==> config.mk <==
export PLATFORM = sky130hd
export DESIGN_NAME = sdtune_seq
export DESIGN_NICKNAME = d
export VERILOG_FILES = /design/src/rtl/sdtune_pkg.sv /design/src/rtl/sdtune_blksel.sv /design/src/rtl/sdtune_retry.sv /design/src/rtl/sdtune_lane.sv /design/src/rtl/sdtune_seq.sv
export SDC_FILE = /design/constraint.sdc
export NUM_CORES = 1
export LEC_CHECK = 0
export ABC_AREA = 1
export BUFFER_PORTS_ARGS = -buffer_cell sky130_fd_sc_hd__clkbuf_2
export CORE_MARGIN = 2
export CORE_UTILIZATION = 48
export CTS_CLUSTER_SIZE = 12
export DETAILED_ROUTE_END_ITERATION = 12
export HOLD_SLACK_MARGIN = 0.12
export PLACE_DENSITY = 0.81
export SLEW_MARGIN = 20
export SYNTH_ARGS = -nofsm -noshare
export SYNTH_HDL_FRONTEND = slang
export SYNTH_SLANG_ARGS = --single-unit
==> constraint.sdc <==
create_clock -name clk -period 1.7 [get_ports clk]
set_input_delay 0.17 -clock clk [delete_from_list [all_inputs] [get_ports clk]]
set_output_delay 0.17 -clock clk [all_outputs]
set_load 0.05 [all_outputs]
==> src/rtl/sdtune_pkg.sv <==
package sdtune_pkg;

   typedef enum logic [3:0] {
      ST_IDLE,
      ST_HC2_RD,
      ST_HC2_SET,
      ST_IEN,
      ST_SEN,
      ST_BSZ,
      ST_BCNT,
      ST_TMODE,
      ST_CMD,
      ST_POLL,
      ST_JUDGE,
      ST_CLR,
      ST_REST_IEN,
      ST_REST_SEN,
      ST_DONE
   } seq_state_t;

   // controller register byte offsets
   localparam logic [7:0] OFF_BLKSZ  = 8'h04;
   localparam logic [7:0] OFF_BLKCNT = 8'h06;
   localparam logic [7:0] OFF_XFER   = 8'h0C;
   localparam logic [7:0] OFF_IRQ_EN = 8'h34;
   localparam logic [7:0] OFF_SIG_EN = 8'h38;
   localparam logic [7:0] OFF_HC2    = 8'h3E;

   localparam int HC2_EXEC_BIT  = 6;
   localparam int HC2_TUNED_BIT = 7;
   localparam logic [15:0] HC2_EXEC  = 16'(1 << HC2_EXEC_BIT);
   localparam logic [15:0] HC2_TUNED = 16'(1 << HC2_TUNED_BIT);

   localparam logic [5:0]  OP_TUNE_HS200 = 6'd21;
   localparam logic [15:0] XFER_READ     = 16'h0010;
   localparam logic [15:0] ONE_BLOCK     = 16'h0001;
   localparam logic [1:0]  RESP_R1       = 2'b10;

   typedef struct packed {
      logic [7:0]  off;
      logic        wide32;
      logic        we;
      logic [31:0] data;
   } bus_op_t;

endpackage

==> src/rtl/sdtune_blksel.sv <==
module sdtune_blksel
   import sdtune_pkg::*;
#(
   parameter int BOUNDARY_ARG = 7,
   parameter int SMALL_BLK    = 64,
   parameter int LARGE_BLK    = 128,
   parameter bit HAS_LARGE    = 1'b1
) (
   input  logic [5:0]  opcode,
   input  logic        wide,
   output logic [15:0] blksz
);
   localparam logic [2:0]  BND   = 3'(BOUNDARY_ARG);
   localparam logic [11:0] SMALL = 12'(SMALL_BLK);
   localparam logic [11:0] LARGE = 12'(LARGE_BLK);

   initial begin
      assert (SMALL_BLK > 0 && SMALL_BLK < 4096) else $error("SMALL_BLK out of range");
      assert (LARGE_BLK > 0 && LARGE_BLK < 4096) else $error("LARGE_BLK out of range");
      assert (BOUNDARY_ARG >= 0 && BOUNDARY_ARG < 8) else $error("BOUNDARY_ARG out of range");
   end

   logic use_large;

   generate
      if (HAS_LARGE) begin : g_two_sizes
         assign use_large = (opcode == OP_TUNE_HS200) && wide;
      end else begin : g_one_size
         assign use_large = 1'b0;
      end
   endgenerate

   assign blksz = {1'b0, BND, use_large ? LARGE : SMALL};
endmodule

==> src/rtl/sdtune_retry.sv <==
module sdtune_retry #(
   parameter int MAX_CMDS = 40
) (
   input  logic clk,
   input  logic rst_n,
   input  logic clr,
   input  logic inc,
   output logic at_limit
);
   localparam int CNT_W = $clog2(MAX_CMDS + 1);

   initial begin
      assert (MAX_CMDS >= 1) else $error("MAX_CMDS must be at least 1");
   end

   logic [CNT_W-1:0] cnt_q;

   always_ff @(posedge clk or negedge rst_n) begin
      if (!rst_n)   cnt_q <= '0;
      else if (clr) cnt_q <= '0;
      else if (inc) cnt_q <= cnt_q + 1'b1;
   end

   assign at_limit = (cnt_q == CNT_W'(MAX_CMDS));

   AST_RETRY_BOUND: assert property (@(posedge clk) disable iff (!rst_n)
      inc |-> !at_limit);
endmodule

==> src/rtl/sdtune_lane.sv <==
module sdtune_lane
   import sdtune_pkg::*;
#(
   parameter int BUS_W  = 32,
   parameter int ADDR_W = 8
) (
   input  bus_op_t             op,
   output logic [ADDR_W-1:0]   addr,
   output logic [BUS_W/8-1:0]  be,
   output logic [BUS_W-1:0]    wdata,
   input  logic [BUS_W-1:0]    rdata,
   output logic [15:0]         rd16
);
   localparam int BYTES = BUS_W / 8;
   localparam int LANES = BUS_W / 16;
   localparam int SH_W  = $clog2(BYTES);

   initial begin
      assert (BUS_W == 32 || BUS_W == 64) else $error("BUS_W must be 32 or 64");
      assert (ADDR_W >= 8) else $error("ADDR_W must be at least 8");
   end

   logic [SH_W-1:0] byte_sh;
   logic [15:0]     lane_data [LANES];

   assign byte_sh = op.off[SH_W-1:0];
   assign addr    = ADDR_W'(op.off) & ~ADDR_W'(BYTES - 1);
   assign be      = op.wide32 ? (BYTES'(4'hF) << byte_sh) : (BYTES'(2'b11) << byte_sh);
   assign wdata   = BUS_W'(op.data) << {byte_sh, 3'b000};

   generate
      for (genvar g = 0; g < LANES; g++) begin : g_lane
         assign lane_data[g] = rdata[16*g +: 16];
      end
   endgenerate

   assign rd16 = lane_data[op.off[SH_W-1:1]];
endmodule

==> src/rtl/sdtune_seq.sv <==
module sdtune_seq
   import sdtune_pkg::*;
#(
   parameter int          BUS_W        = 32,
   parameter int          ADDR_W       = 8,
   parameter int          MAX_CMDS     = 40,
   parameter int          BOUNDARY_ARG = 7,
   parameter int          SMALL_BLK    = 64,
   parameter int          LARGE_BLK    = 128,
   parameter bit          HAS_LARGE    = 1'b1,
   parameter logic [31:0] IRQ_TUNE     = 32'h0000_0020,
   parameter logic [31:0] IRQ_RUN      = 32'h007F_003B
) (
   input  logic                clk,
   input  logic                rst_n,
   input  logic                start,
   input  logic [5:0]          opcode,
   input  logic                wide_bus,
   output logic                busy,
   output logic                done,
   output logic                fail,
   output logic                reg_req,
   output logic                reg_we,
   output logic [ADDR_W-1:0]   reg_addr,
   output logic [BUS_W/8-1:0]  reg_be,
   output logic [BUS_W-1:0]    reg_wdata,
   input  logic [BUS_W-1:0]    reg_rdata,
   input  logic                reg_ack,
   output logic                cmd_req,
   output logic [5:0]          cmd_index,
   output logic [1:0]          cmd_resp,
   input  logic                cmd_done
);
   seq_state_t  state_q, state_d;
   logic [15:0] hc2_q;
   logic [5:0]  op_q;
   logic        wide_q;
   logic        fail_q;
   bus_op_t     op;
   logic [15:0] rd16;
   logic [15:0] blksz;
   logic        at_limit;
   logic        accept;
   logic        judge_fail;
   logic        rd_state;

   assign accept     = (state_q == ST_IDLE) && start;
   assign rd_state   = (state_q == ST_HC2_RD) || (state_q == ST_POLL);
   assign judge_fail = hc2_q[HC2_EXEC_BIT] ? at_limit : !hc2_q[HC2_TUNED_BIT];

   sdtune_blksel #(
      .BOUNDARY_ARG (BOUNDARY_ARG),
      .SMALL_BLK    (SMALL_BLK),
      .LARGE_BLK    (LARGE_BLK),
      .HAS_LARGE    (HAS_LARGE)
   ) u_blksel (
      .opcode (op_q),
      .wide   (wide_q),
      .blksz  (blksz)
   );

   sdtune_retry #(
      .MAX_CMDS (MAX_CMDS)
   ) u_retry (
      .clk      (clk),
      .rst_n    (rst_n),
      .clr      (accept),
      .inc      ((state_q == ST_CMD) && cmd_done),
      .at_limit (at_limit)
   );

   sdtune_lane #(
      .BUS_W  (BUS_W),
      .ADDR_W (ADDR_W)
   ) u_lane (
      .op    (op),
      .addr  (reg_addr),
      .be    (reg_be),
      .wdata (reg_wdata),
      .rdata (reg_rdata),
      .rd16  (rd16)
   );

   // next state
   always_comb begin
      state_d = state_q;
      case (state_q)
         ST_IDLE:     if (start)    state_d = ST_HC2_RD;
         ST_HC2_RD:   if (reg_ack)  state_d = ST_HC2_SET;
         ST_HC2_SET:  if (reg_ack)  state_d = ST_IEN;
         ST_IEN:      if (reg_ack)  state_d = ST_SEN;
         ST_SEN:      if (reg_ack)  state_d = ST_BSZ;
         ST_BSZ:      if (reg_ack)  state_d = ST_BCNT;
         ST_BCNT:     if (reg_ack)  state_d = ST_TMODE;
         ST_TMODE:    if (reg_ack)  state_d = ST_CMD;
         ST_CMD:      if (cmd_done) state_d = ST_POLL;
         ST_POLL:     if (reg_ack)  state_d = ST_JUDGE;
         ST_JUDGE: begin
            if (judge_fail)                  state_d = ST_CLR;
            else if (hc2_q[HC2_EXEC_BIT])    state_d = ST_BSZ;
            else                             state_d = ST_REST_IEN;
         end
         ST_CLR:      if (reg_ack)  state_d = ST_REST_IEN;
         ST_REST_IEN: if (reg_ack)  state_d = ST_REST_SEN;
         ST_REST_SEN: if (reg_ack)  state_d = ST_DONE;
         ST_DONE:                   state_d = ST_IDLE;
         default:                   state_d = ST_IDLE;
      endcase
   end

   // register access selected by the state
   always_comb begin
      op        = '0;
      op.wide32 = 1'b0;
      reg_req   = 1'b1;
      case (state_q)
         ST_HC2_RD, ST_POLL: op.off = OFF_HC2;
         ST_HC2_SET: begin
            op.off  = OFF_HC2;
            op.we   = 1'b1;
            op.data = {16'h0, hc2_q | HC2_EXEC};
         end
         ST_IEN, ST_SEN, ST_REST_IEN, ST_REST_SEN: begin
            op.off    = ((state_q == ST_IEN) || (state_q == ST_REST_IEN)) ? OFF_IRQ_EN : OFF_SIG_EN;
            op.wide32 = 1'b1;
            op.we     = 1'b1;
            op.data   = (state_q == ST_REST_IEN) ? IRQ_RUN :
                        (state_q == ST_REST_SEN) ? 32'h0 : IRQ_TUNE;
         end
         ST_BSZ: begin
            op.off  = OFF_BLKSZ;
            op.we   = 1'b1;
            op.data = {16'h0, blksz};
         end
         ST_BCNT: begin
            op.off  = OFF_BLKCNT;
            op.we   = 1'b1;
            op.data = {16'h0, ONE_BLOCK};
         end
         ST_TMODE: begin
            op.off  = OFF_XFER;
            op.we   = 1'b1;
            op.data = {16'h0, XFER_READ};
         end
         ST_CLR: begin
            op.off  = OFF_HC2;
            op.we   = 1'b1;
            op.data = {16'h0, hc2_q & ~(HC2_EXEC | HC2_TUNED)};
         end
         default: reg_req = 1'b0;
      endcase
   end

   assign reg_we = op.we;

   always_ff @(posedge clk or negedge rst_n) begin
      if (!rst_n) begin
         state_q <= ST_IDLE;
         hc2_q   <= '0;
         op_q    <= '0;
         wide_q  <= 1'b0;
         fail_q  <= 1'b0;
      end else begin
         state_q <= state_d;
         if (accept) begin
            op_q   <= opcode;
            wide_q <= wide_bus;
            fail_q <= 1'b0;
         end
         if (rd_state && reg_ack) hc2_q <= rd16;
         if ((state_q == ST_JUDGE) && judge_fail) fail_q <= 1'b1;
      end
   end

   assign busy      = (state_q != ST_IDLE);
   assign done      = (state_q == ST_DONE);
   assign fail      = fail_q;
   assign cmd_req   = (state_q == ST_CMD);
   assign cmd_index = op_q;
   assign cmd_resp  = RESP_R1;

   AST_REQ_STABLE: assert property (@(posedge clk) disable iff (!rst_n)
      reg_req && !reg_ack |=> reg_req && $stable(reg_addr) && $stable(reg_wdata) && $stable(reg_be) && $stable(reg_we));

   AST_CMD_HOLD: assert property (@(posedge clk) disable iff (!rst_n)
      cmd_req && !cmd_done |=> cmd_req && $stable(cmd_index));

   AST_NO_OVERLAP: assert property (@(posedge clk) disable iff (!rst_n)
      !(reg_req && cmd_req));

   AST_DONE_PULSE: assert property (@(posedge clk) disable iff (!rst_n)
      done |=> !done && !busy);

   AST_FAIL_HELD: assert property (@(posedge clk) disable iff (!rst_n)
      !busy && !start |=> $stable(fail));
endmodule

Word level (Yosys, flattened, before mapping)
Cells that the tools add are included.

Register bits after elaboration: 34. Bits of input ports: 44. Output and inout bits: 58. Word-level logic and storage cells: 90.

$add $sub $neg: 1. Order comparisons: 1. Equal/unequal tests: 29. Shift operators: 3. Muxes and demuxes: 33. Bitwise gates (word level): 1. Reduce and logical (&&, ||, !) cells: 16.

Operator list (number): 33-bit case mux with 6 select lines (1); 4-bit 2-to-1 mux (17); 4-bit case mux with 14 select lines (1); 16-bit 2-to-1 mux (3); 32-bit by 5-bit left shift with 32-bit output (1); 6-bit case mux with 5 select lines (1); 4-bit equality test, second input constant (7); 2-bit != test, second input constant (12); 23-bit 2-to-1 mux (1); 6-bit 2-to-1 mux (3); 4-bit by 3-bit equality test with 1-bit output, second input constant (4); 13-bit AND reduction (1); 11-bit OR reduction (1); 4-bit by 2-bit equality test with 1-bit output, second input constant (2); 8-bit 2-to-1 mux (1); 4-bit OR reduction (2); 6-bit by 1-bit adder with 6-bit output, second input constant (1); 6-bit by 5-bit equality test with 1-bit output, second input constant (1); 6-bit equality test, second input constant (1); 1-bit logical AND (5); 1-bit 2-to-1 mux (5); 4-bit by 1-bit equality test with 1-bit output, second input constant (1); 4-bit zero test (1); 2-bit nonzero test (2); other kinds (8) (9).

Longest topological paths before layout
Gate-level depths: netlist of run 1.

Word-level depth: 8. Gate-level depth with buffers: 10. Depth with buffers taken out: 10.

By module
From an unflattened synthesis of run 1, not the netlist that was laid out.

Cell total of the unflattened synthesis: 521. Area total of the unflattened synthesis: 3243.1 um^2.

Modules (own cells, without submodules): sdtune_seq (times used 1, cells each 231, area an instance 1722.9 um^2, seq. area each 700.7 um^2); sdtune_lane (times used 1, cells each 213, area an instance 985.9 um^2, seq. area each 0.0 um^2); sdtune_retry (times used 1, cells each 46, area an instance 352.8 um^2, seq. area each 150.1 um^2); sdtune_blksel (times used 1, cells each 31, area an instance 181.4 um^2, seq. area each 0.0 um^2).

Least setup slack after synthesis of run 1
No wires, ideal clock.

Path kind: register -> output. Start point: reg state_q[2]. End point: out reg_wdata[6]. Data arrival time: 2365 ps. Data required time: 1530 ps. Slack: -835 ps. Stages on the path, launching flop included: 7. Path buffers: 0. Path through: dfrtp_1 -> inv_2 -> nor2_2 -> inv_1 -> nor2_1 -> inv_1 -> a21oi_1.

Longest elaborated chain between the ends: 4. Elaborated cells between the ends (all ways): 17. Those cells by class: 11 x eq/ne; 1 x shift; 3 x mux; 2 x reduce/logical.

Ends and longest elaborated chain: from (decl) (RTL line sdtune_seq.sv:34) `seq_state_t state_q, state_d;`; from (signal assigned) (RTL line sdtune_seq.sv:164) `state_q <= state_d;`; 4-bit by 2-bit equality test with 1-bit output (tied with other cells) (RTL line sdtune_seq.sv:116) `case (state_q)`; 4-bit OR reduction / 23-bit 2-to-1 mux (equally long branches); 33-bit case mux with 6 select lines / 6-bit case mux with 5 select lines (equally long branches) (RTL line sdtune_seq.sv:116); 32-bit by 5-bit left shift with 32-bit output (*) (RTL line sdtune_lane.sv:29) `assign wdata = BUS_W'(op.data) << {byte_sh, 3'b000};`; to (decl) (RTL line sdtune_seq.sv:26) `output logic [BUS_W-1:0] reg_wdata,`.

Every way passes the cells marked *; elsewhere a longest branch is shown, timed or not.

Worst setup path after layout of run 1
Start point: reg state_q[2]. End point: out reg_be[3].

Longest elaborated chain between the ends: 5. Elaborated cells between the ends (all ways): 18. Those cells by class: 11 x eq/ne; 2 x shift; 3 x mux; 2 x reduce/logical.

Ends and longest elaborated chain: 4-bit by 1-bit equality test with 1-bit output (tied with other cells) (RTL line sdtune_seq.sv:116); 4-bit OR reduction (no source line); 6-bit case mux with 5 select lines (RTL line sdtune_seq.sv:116); 2-bit by 2-bit left shift with 4-bit output / 4-bit by 2-bit left shift with 4-bit output (equally long branches) (RTL line sdtune_lane.sv:28) `assign be = op.wide32 ? (BYTES'(4'hF) << byte_sh) : (BYTES'(2'b11) << byte_sh);`; 4-bit 2-to-1 mux (*) (RTL line sdtune_lane.sv:28); to (decl) (RTL line sdtune_seq.sv:25) `output logic [BUS_W/8-1:0] reg_be,`.

Marks and branches as above.

==> results of run 1 <==
[layer usage]
layer | up-vias | share of wire
met5 | - | 0
met4 | 0 | 0.082
met3 | 76 | 0.075
met2 | 211 | 0.52
met1 | 1298 | 0.32
li1 | 1223 | -
[state kept, by name, summed over array words and instances, names as in the netlist]
name,flops
fail,1
u_retry.cnt_q,6
cmd_index,6
wide_q,1
state_q,4
hc2_q,16
[cell usage in the layout (no fill, tap or decap), types with 15 or more instances in the layout]
cell	synthesis	layout
buf_6	2	18
inv_1	52	42
nand2_4	3	16
nor2_4	1	21
clkbuf_2	0	35
buf_8	1	31
buf_4	16	25
dfrtp_1	34	30
nand2_2	11	15
nand2_1	135	116
[worst paths after layout]
check | start | to | slack (ps)
worst max-delay path | state_q[2] | reg_be[3] | -250
worst min-delay path | reg_rdata[27] | hc2_q[11] | 150
worst max register to register | state_q[0] | state_q[2] | -60
worst min register to register | hc2_q[3] | hc2_q[3] | 490
max in group asynchronous | rst_n | state_q[2] | 910
min in group asynchronous | rst_n | state_q[3] | 450
[Yosys cell counts, drive strengths merged, types with 2 or more instances]
cell   instances  area (µm²)
buf           21         168
or2            2        12.5
a21oi          6        30.0
nor2          34         161
nand2        149         609
nor3           2        10.0
ha             2        25.0
o21ai         10        50.0
inv           60         225
conb           2        7.51
nand4          4        40.0
dfrtp         34         851
nand3         11        60.1
[cell type report]
class                           count  area, µm²
Clock buffer                        7       76.3
Clock inverter                      1       30.0
Fill cell                         235        667
Inverter                           60        272
Multi-Input combinational cell    236       1420
Sequential cell                    34        856
Tap cell                           54       67.6
Timing Repair Buffer              125       1270
[timing repair]
item	4_1_cts	5_1_grt
setup buffers	16	10
setup endpoints to repair	35	61
gates resized for setup	120	115
pin swaps	12	19
hold buffers	8	0
endpoints found under the hold margin	41	0
gates cloned	1	0
[stage by stage]
stage                     area (µm²)  hold WS (ps)
after floorplan                 2390          -126
after detailed placement        2790           227
final                           3990           150
after CTS                       3570           143
after global placement          2790           227
after global routing            3990           170
[kinds of logic (layout without fill, tap and decap cells)]
family	count (synthesis)	in the layout
buffers and inverters	82	193
DFF	34	34
adders and majority gates	2	2
xor gates and xnor gates	1	1
AOI/OAI and AO/OA	18	18
other	2	12
and+or+nand+nor	203	203
[critical path, delay by kind of cell (launching register included)]
kind          cells  cell delay [ps]
buf+inv           4              440
flops             1              520
simple gates      4              510
[power by group through the flow]
| stage | combinational, W | clock (W) | sequential (W) |
|---|---|---|---|
| after global placement | 0.00463 | 0 | 0.00145 |
| after floorplan | 0.00361 | 0 | 0.00166 |
| after global routing | 0.00763 | 0.000799 | 0.00157 |
| final | 0.00735 | 0.000764 | 0.00155 |
| after CTS | 0.00604 | 0.000747 | 0.00147 |
| after detailed placement | 0.00472 | 0 | 0.00146 |
==> results.toml, run 1 <==
[floorplan]
fp.coreArea_um2 = 4660
die-height_um = 73.0
fp.dieW_um = 73.0
placementRows = 25
die_footprint_um2 = 5320
io-pin-count = 102
start_util = 0.490

[grt]
groute.layer.met3.usage = 0.0663
first_global_vias = 2603
highest_utilization_routing_layer_at_the_global_route_stage = "met2"
grt.met1_usage = 0.319
initial_antenna_violation_count = 0
grtUsageTotal = 0.301
grt.overflow.total = 0
grt.met2_usage = 0.529
grt_start_max_net_pins = 35
wire_length_of_the_first_global_routing_pass_mm = 12.0

[timing]
timing.final.crit_period_ps = 1950
post-route-worst-setup-slack_ps = -253
timing_hold_violations_final = 0
timing.setup.tns_ps = -5920
rsz_0062_raised_after_global_routing = "true"
finalMaxSlewViolations = 0
fin_worst_skew_ps = 11.4
setup_viol = 43
tcrit_tclk_final = 1.15
fmax_mhz = 512

[placed_design]
globalplace.congestion = 0.857
dp_hpwl_mm = 3.95
pre_cts_setup_slack_ps = -34.2
place.port_buffers = 73
numPlacedInstances = 476

[detailed_routing]
route.antenna.remaining_nets = 0
drt_pass1_iterations = 6
route.final.wire_length_mm = 9.45
vias = 2808
drtIter0Drc = 259
routed_via_density = 5.43
remaining_drc_errors = 0
detail_route.wl_per_cell_um = 18.3

[clocking]
cts.path.max_buffers = 2
cts_root_buffer = "clkbuf_8"
htree_num_levels = 2
worst_path_clk_slew_ps = 80
cts_tree = "done"
cts_inserted_buffers = 5
clk_latency_ps = 300
cts_num_sinks = 34

[worst_setup_path]
critical_path.endpoint_type = "output port"
cell_with_the_most_instances_on_the_worst_path = "nand2_4"
worst_ep_arrival_time_ps = 1780
crit_required_ps = 1530
criticalPathCategory = "reg2out"
cp_slowest_stage_delay_ps = 520
cpMaxStageDelayCell = "dfrtp_2"
r2r.worst_path.cells = 8
timing.critical_path.cells = "inv_4 -> nor2_4 -> buf_6 -> nand2_4 -> nand4_4 -> inv_6 -> nand2_4 -> buf_8"
cp_max_fo = 6
setup.worst_path.start_class = "register"

[synth]
synthesized_cell_area_um2 = 2280
synth_compound_gate_area_share = 0.0411
async_flop_share = 1.00
combinational_family_with_the_most_area_after_synthesis = "simple AND/OR/NAND/NOR gates"
ys_seq_elements = 34
yosysWarningCount = 0
ys_types = 30
yosys.area_share.adder = 0.0110
synth_mux_area_frac = 0
synth.yosys.seq_area_share = 0.373
synth_flop_cell = "dfrtp_1"
post_synth_inst_count = 342
count_of_flip_flops_with_a_built_in_enable_after_synthesis = 0
synthSimpleGateAreaFrac = 0.395
avgSynthCellArea_um2 = 6.68
parity_gate_share_of_the_synthesized_area_counting_xor_and_xnor_cells = 0.00384

[run]
max_cap_violations = 0

[power_and_ir_drop]
worst_ir_drop_vdd_mv = 1.85
power_frac_clock = 0.079
swShare = 0.551
p_leak_nw = 2.16
netSwitchingPower_w = 0.00532
powerDensity_nw_per_um2 = 2420
p_total_w = 0.00966
internal_power_w = 0.00434
proportion_of_power_drawn_by_flip_flops_and_latches = 0.160
share_comb_of_total_power = 0.761

[status]
status = "finished with violations"
violations_in_the_final_reports = "setup timing"

[finish]
insertedDiodeCount = 0
layout.cells.non_filler = 517
final_core_util = 0.857
area_delta_synth_final_pct = 74.9
layout-drive-gt1-share = 0.460
layout_net_count = 508

[worst_hold_path]
timing.hold.worst.class = "in2reg"
holdPathStages = 5
Note: power is estimated with default switching activity, not from simulation.
==> run 2: changes to the inputs <==
- ABC_AREA: 1 -> default
- CORE_UTILIZATION: 48 -> 46
- PLACE_DENSITY: 0.81 -> 0.8
==> results.toml, run 2 <==
[synth]
yosys.area.top_type = "dfrtp_1"
ys_types = 47
synthesized_cell_area_um2 = 2120
avgSynthCellArea_um2 = 9.45
async_flop_share = 1.00
leading_cell_type_by_number_of_instances_after_synthesis = "dfrtp_1"
yosysTopAreaCellShare = 0.402
yosysWarningCount = 0
synth.yosys.seq_area_share = 0.402
synth_flop_cell = "dfrtp_1"
count_of_flip_flops_with_a_built_in_enable_after_synthesis = 0
synthTopCellsByArea = "dfrtp_1 (40%), mux2_2 (11%), buf_4 (5.7%)"
post_synth_inst_count = 224
synth_top_cells_by_count = "dfrtp_1 (34), mux2_2 (21), buf_4 (16), nand2_1 (12)"
ys_seq_elements = 34

[floorplan]
placementRows = 24
start_util = 0.483
io-pin-count = 102
die-height_um = 71.8
fp.dieW_um = 71.8

[clocking]
cts.path.max_buffers = 2
cts_root_buffer = "clkbuf_8"
cts_inserted_buffers = 5
htree_num_levels = 2
cts_num_sinks = 34

[placed_design]
place.port_buffers = 73
pre_cts_setup_slack_ps = -53.8
detailed_place.area_um2 = 3010
globalplace.congestion = 0.870
dp_hpwl_mm = 4.06
numPlacedInstances = 361

[status]
firstError = "[ERROR DPL-0038] Utilization greater than 100%, impossible to legalize"
status = "stopped before the end"
failed_stage = "5_1_grt"

[timing]
grt-worst-endpoint = "reg_wdata[21]"
worst_endpoint_kind = "primary output"

[grt]
grt_start_max_net_pins = 19
==> run 2: metrics by stage <==
step / setup TNS (ps) / utilization
after global placement: -163 / 0.688
after floorplan: -937 / -
after CTS: -4870 / 0.940
after detailed placement: -314 / 0.688
==> run 2: cell families after synthesis <==
family | synth area share
AO/OA/AOI/OAI | 0.144
buffers and inverters | 0.109
other | 0.00355
adder cells (fa/ha/maj) | 0.0118
multiplexers | 0.132
AND/OR/NAND/NOR | 0.197
flip-flops | 0.402
==> run 2: what timing repair did <==
action	in CTS
endpoints found under the hold margin	37
setup endpoints to repair	49
gates resized for setup	129
gates cloned	2
pin swaps	28
hold buffers	22
buffers inserted	23
==> run 3: changes to the inputs <==
- CORE_UTILIZATION: 46 -> 40
- CTS_CLUSTER_SIZE: 12 -> default
- HOLD_SLACK_MARGIN: 0.12 -> default
- PLACE_DENSITY: 0.8 -> default
- PLACE_DENSITY_LB_ADDON: default -> 0.15
==> results.toml, run 3 <==
[timing]
post-route-worst-setup-slack_ps = -242
worst_pin_slew_ps = 579
tcrit_tclk_final = 1.14
timing_hold_violations_final = 0
timing.setup.tns_ps = -9190
hold_ws_ps = 69.6
setup_viol = 58
max-slew-margin-rel = 0.611
timing.final.crit_period_ps = 1940
finalMaxSlewViolations = 0
rsz_0062_raised_after_global_routing = "true"
fin_worst_skew_ps = 8.97
fmax_mhz = 515

[power_and_ir_drop]
powerDensity_nw_per_um2 = 2360
p_leak_nw = 1.90
worst_ir_drop_vdd_mv = 2.11

[worst_setup_path]
worst_ep_arrival_time_ps = 1770
cpMaxStageDelayCell = "dfrtp_1"
critical_path.endpoint_type = "output port"
ff2ff_setup_slack_ps = -180
cp_slowest_stage_delay_ps = 430
cp_max_fo = 5
criticalPathCategory = "reg2out"
timing.critical_path.cells = "buf_6 -> bufbuf_16 -> nor4bb_4 -> clkbuf_8"
setup.worst_path.start_class = "register"
crit_required_ps = 1530

[grt]
first_global_vias = 2187
grt_start_max_net_pins = 35
grtUsageTotal = 0.231
wire_length_of_the_first_global_routing_pass_mm = 11.0
initial_antenna_violation_count = 0
grt.overflow.total = 0

[finish]
largest_register_ffs = 16
area_delta_synth_final_pct = 98.2
registers.top_by_ff_count = "hc2_q"
final_core_util = 0.821
fillers = 281
multi_input_comb_area_um2 = 1540
layout_net_count = 389
layout_common_cells = "clkbuf_2 (34), dfrtp_1 (32), buf_4 (31)"
insertedDiodeCount = 0
register_area_um2 = 853
layout-drive-gt1-share = 0.686
most_common_cell_after_layout_fill_and_taps_aside = "clkbuf_2"
layout.cells.non_filler = 414

[detailed_routing]
detail_route.wl_per_cell_um = 18.7
vias = 2223
drtIter0Drc = 134
route.final.wire_length_mm = 7.75
routed_via_density = 5.37
drt_pass1_iterations = 4
remaining_drc_errors = 0
route.antenna.remaining_nets = 0

[clocking]
cts_tree = "done"
cts_inserted_buffers = 5
htree_num_levels = 2
clk_latency_ps = 300
cts.path.max_buffers = 2
cts_root_buffer = "clkbuf_8"
cts_num_sinks = 34
worst_path_clk_slew_ps = 80

[synth]
synthesized_cell_area_um2 = 2120
ys_types = 47
avgSynthCellArea_um2 = 9.45
yosys.area.top_type = "dfrtp_1"
yosysTopAreaCellShare = 0.402
synth_flop_cell = "dfrtp_1"
synth_top_cells_by_count = "dfrtp_1 (34), mux2_2 (21), buf_4 (16), nand2_1 (12)"
count_of_flip_flops_with_a_built_in_enable_after_synthesis = 0
synthTopCellsByArea = "dfrtp_1 (40%), mux2_2 (11%), buf_4 (5.7%)"
leading_cell_type_by_number_of_instances_after_synthesis = "dfrtp_1"
ys_seq_elements = 34
post_synth_inst_count = 224
yosysWarningCount = 0
async_flop_share = 1.00
synth.yosys.seq_area_share = 0.402

[run]
max_cap_violations = 0

[status]
status = "finished with violations"
violations_in_the_final_reports = "setup timing"

[floorplan]
fp.dieW_um = 76.7
placementRows = 26
die-height_um = 76.7
fp.coreArea_um2 = 5110
io-pin-count = 102
start_util = 0.414
die_footprint_um2 = 5890

[placed_design]
numPlacedInstances = 374
place.port_buffers = 73
dp_hpwl_mm = 3.84
globalplace.congestion = 0.846

[worst_hold_path]
timing.hold.worst.class = "in2reg"
[run 3: cell counts after synthesis]
No cell type changed its count.
[run 3: worst max-delay path: cells and delay by family (launching register included)]
family	cells	cell delay [ps]
buffers and inverters	3	680
DFF	1	430
and+or+nand+nor	1	350
[run 3: worst paths after layout]
| kind | startpoint | cells after the start | end |
|---|---|---|---|
| min in group asynchronous | rst_n | 3 | u_retry.cnt_q[2] |
| max | state_q[0] | 4 | reg_wdata[0] |
| min reg2reg | wide_q | 1 | wide_q |
| min | reg_rdata[20] | 3 | hc2_q[4] |
| max in group asynchronous | rst_n | 3 | state_q[1] |
| max reg2reg | state_q[0] | 7 | hc2_q[9] |
[run 3: what timing repair did]
action                     CTS  global route
setup endpoints to repair   48            67
hold endpoints to repair    34             0
pin swaps                   23            17
cloned                       3             1
hold buffers                 1             0
gates resized for setup    116            57
setup buffers               15            16
[run 3: kinds of logic (layout without fill, tap and decap cells)]
| logic type | Yosys count | count (layout) | share of synthesized area |
|---|---|---|---|
| DFF | 34 | 34 | 0.402 |
| AOI/OAI and AO/OA | 46 | 46 | 0.144 |
| adders and majority gates | 2 | 2 | 0.0118 |
| muxes | 25 | 25 | 0.132 |
| buffers and inverters | 44 | 154 | 0.109 |
| and+or+nand+nor | 71 | 71 | 0.197 |
| other | 2 | 12 | 0.00355 |
[run 3: per-layer routing]
layer | GRT usage | vias up | wire length (µm) | share of wire
met5 | 0 | - | 0 | 0
met4 | 0.0709 | 0 | 150 | 0.019
met3 | 0.0624 | 15 | 515 | 0.066
met2 | 0.396 | 107 | 4030 | 0.52
met1 | 0.282 | 1103 | 3060 | 0.39
li1 | - | 998 | - | -
[run 3: through the flow]
stage               setup slack, ps  cell area [µm²]  total power (W)
finish                         -242             4190          0.00991
global route                   -310             4190           0.0103
CTS                            -183             3890          0.00904
detailed placement            -63.5             3060          0.00694
global placement              -78.8             3060          0.00687
floorplan                      -151             2360          0.00522
[run 3: report_power, final]
part | internal, W | switching [W] | leakage (nW)
clock | 0.000326 | 0.000336 | 0.0472
sequential | 0.00118 | 0.000330 | 0.413
combinational | 0.00372 | 0.00402 | 1.44
[run 3: final cells by class]
type                       count  area share
timing repair buffer         135       0.375
tap                           70      0.0209
sequential                    34       0.204
multi-input combinational    156       0.366
clock inverter                 2     0.00298
clock buffer                   6      0.0197
inverter                      11      0.0113
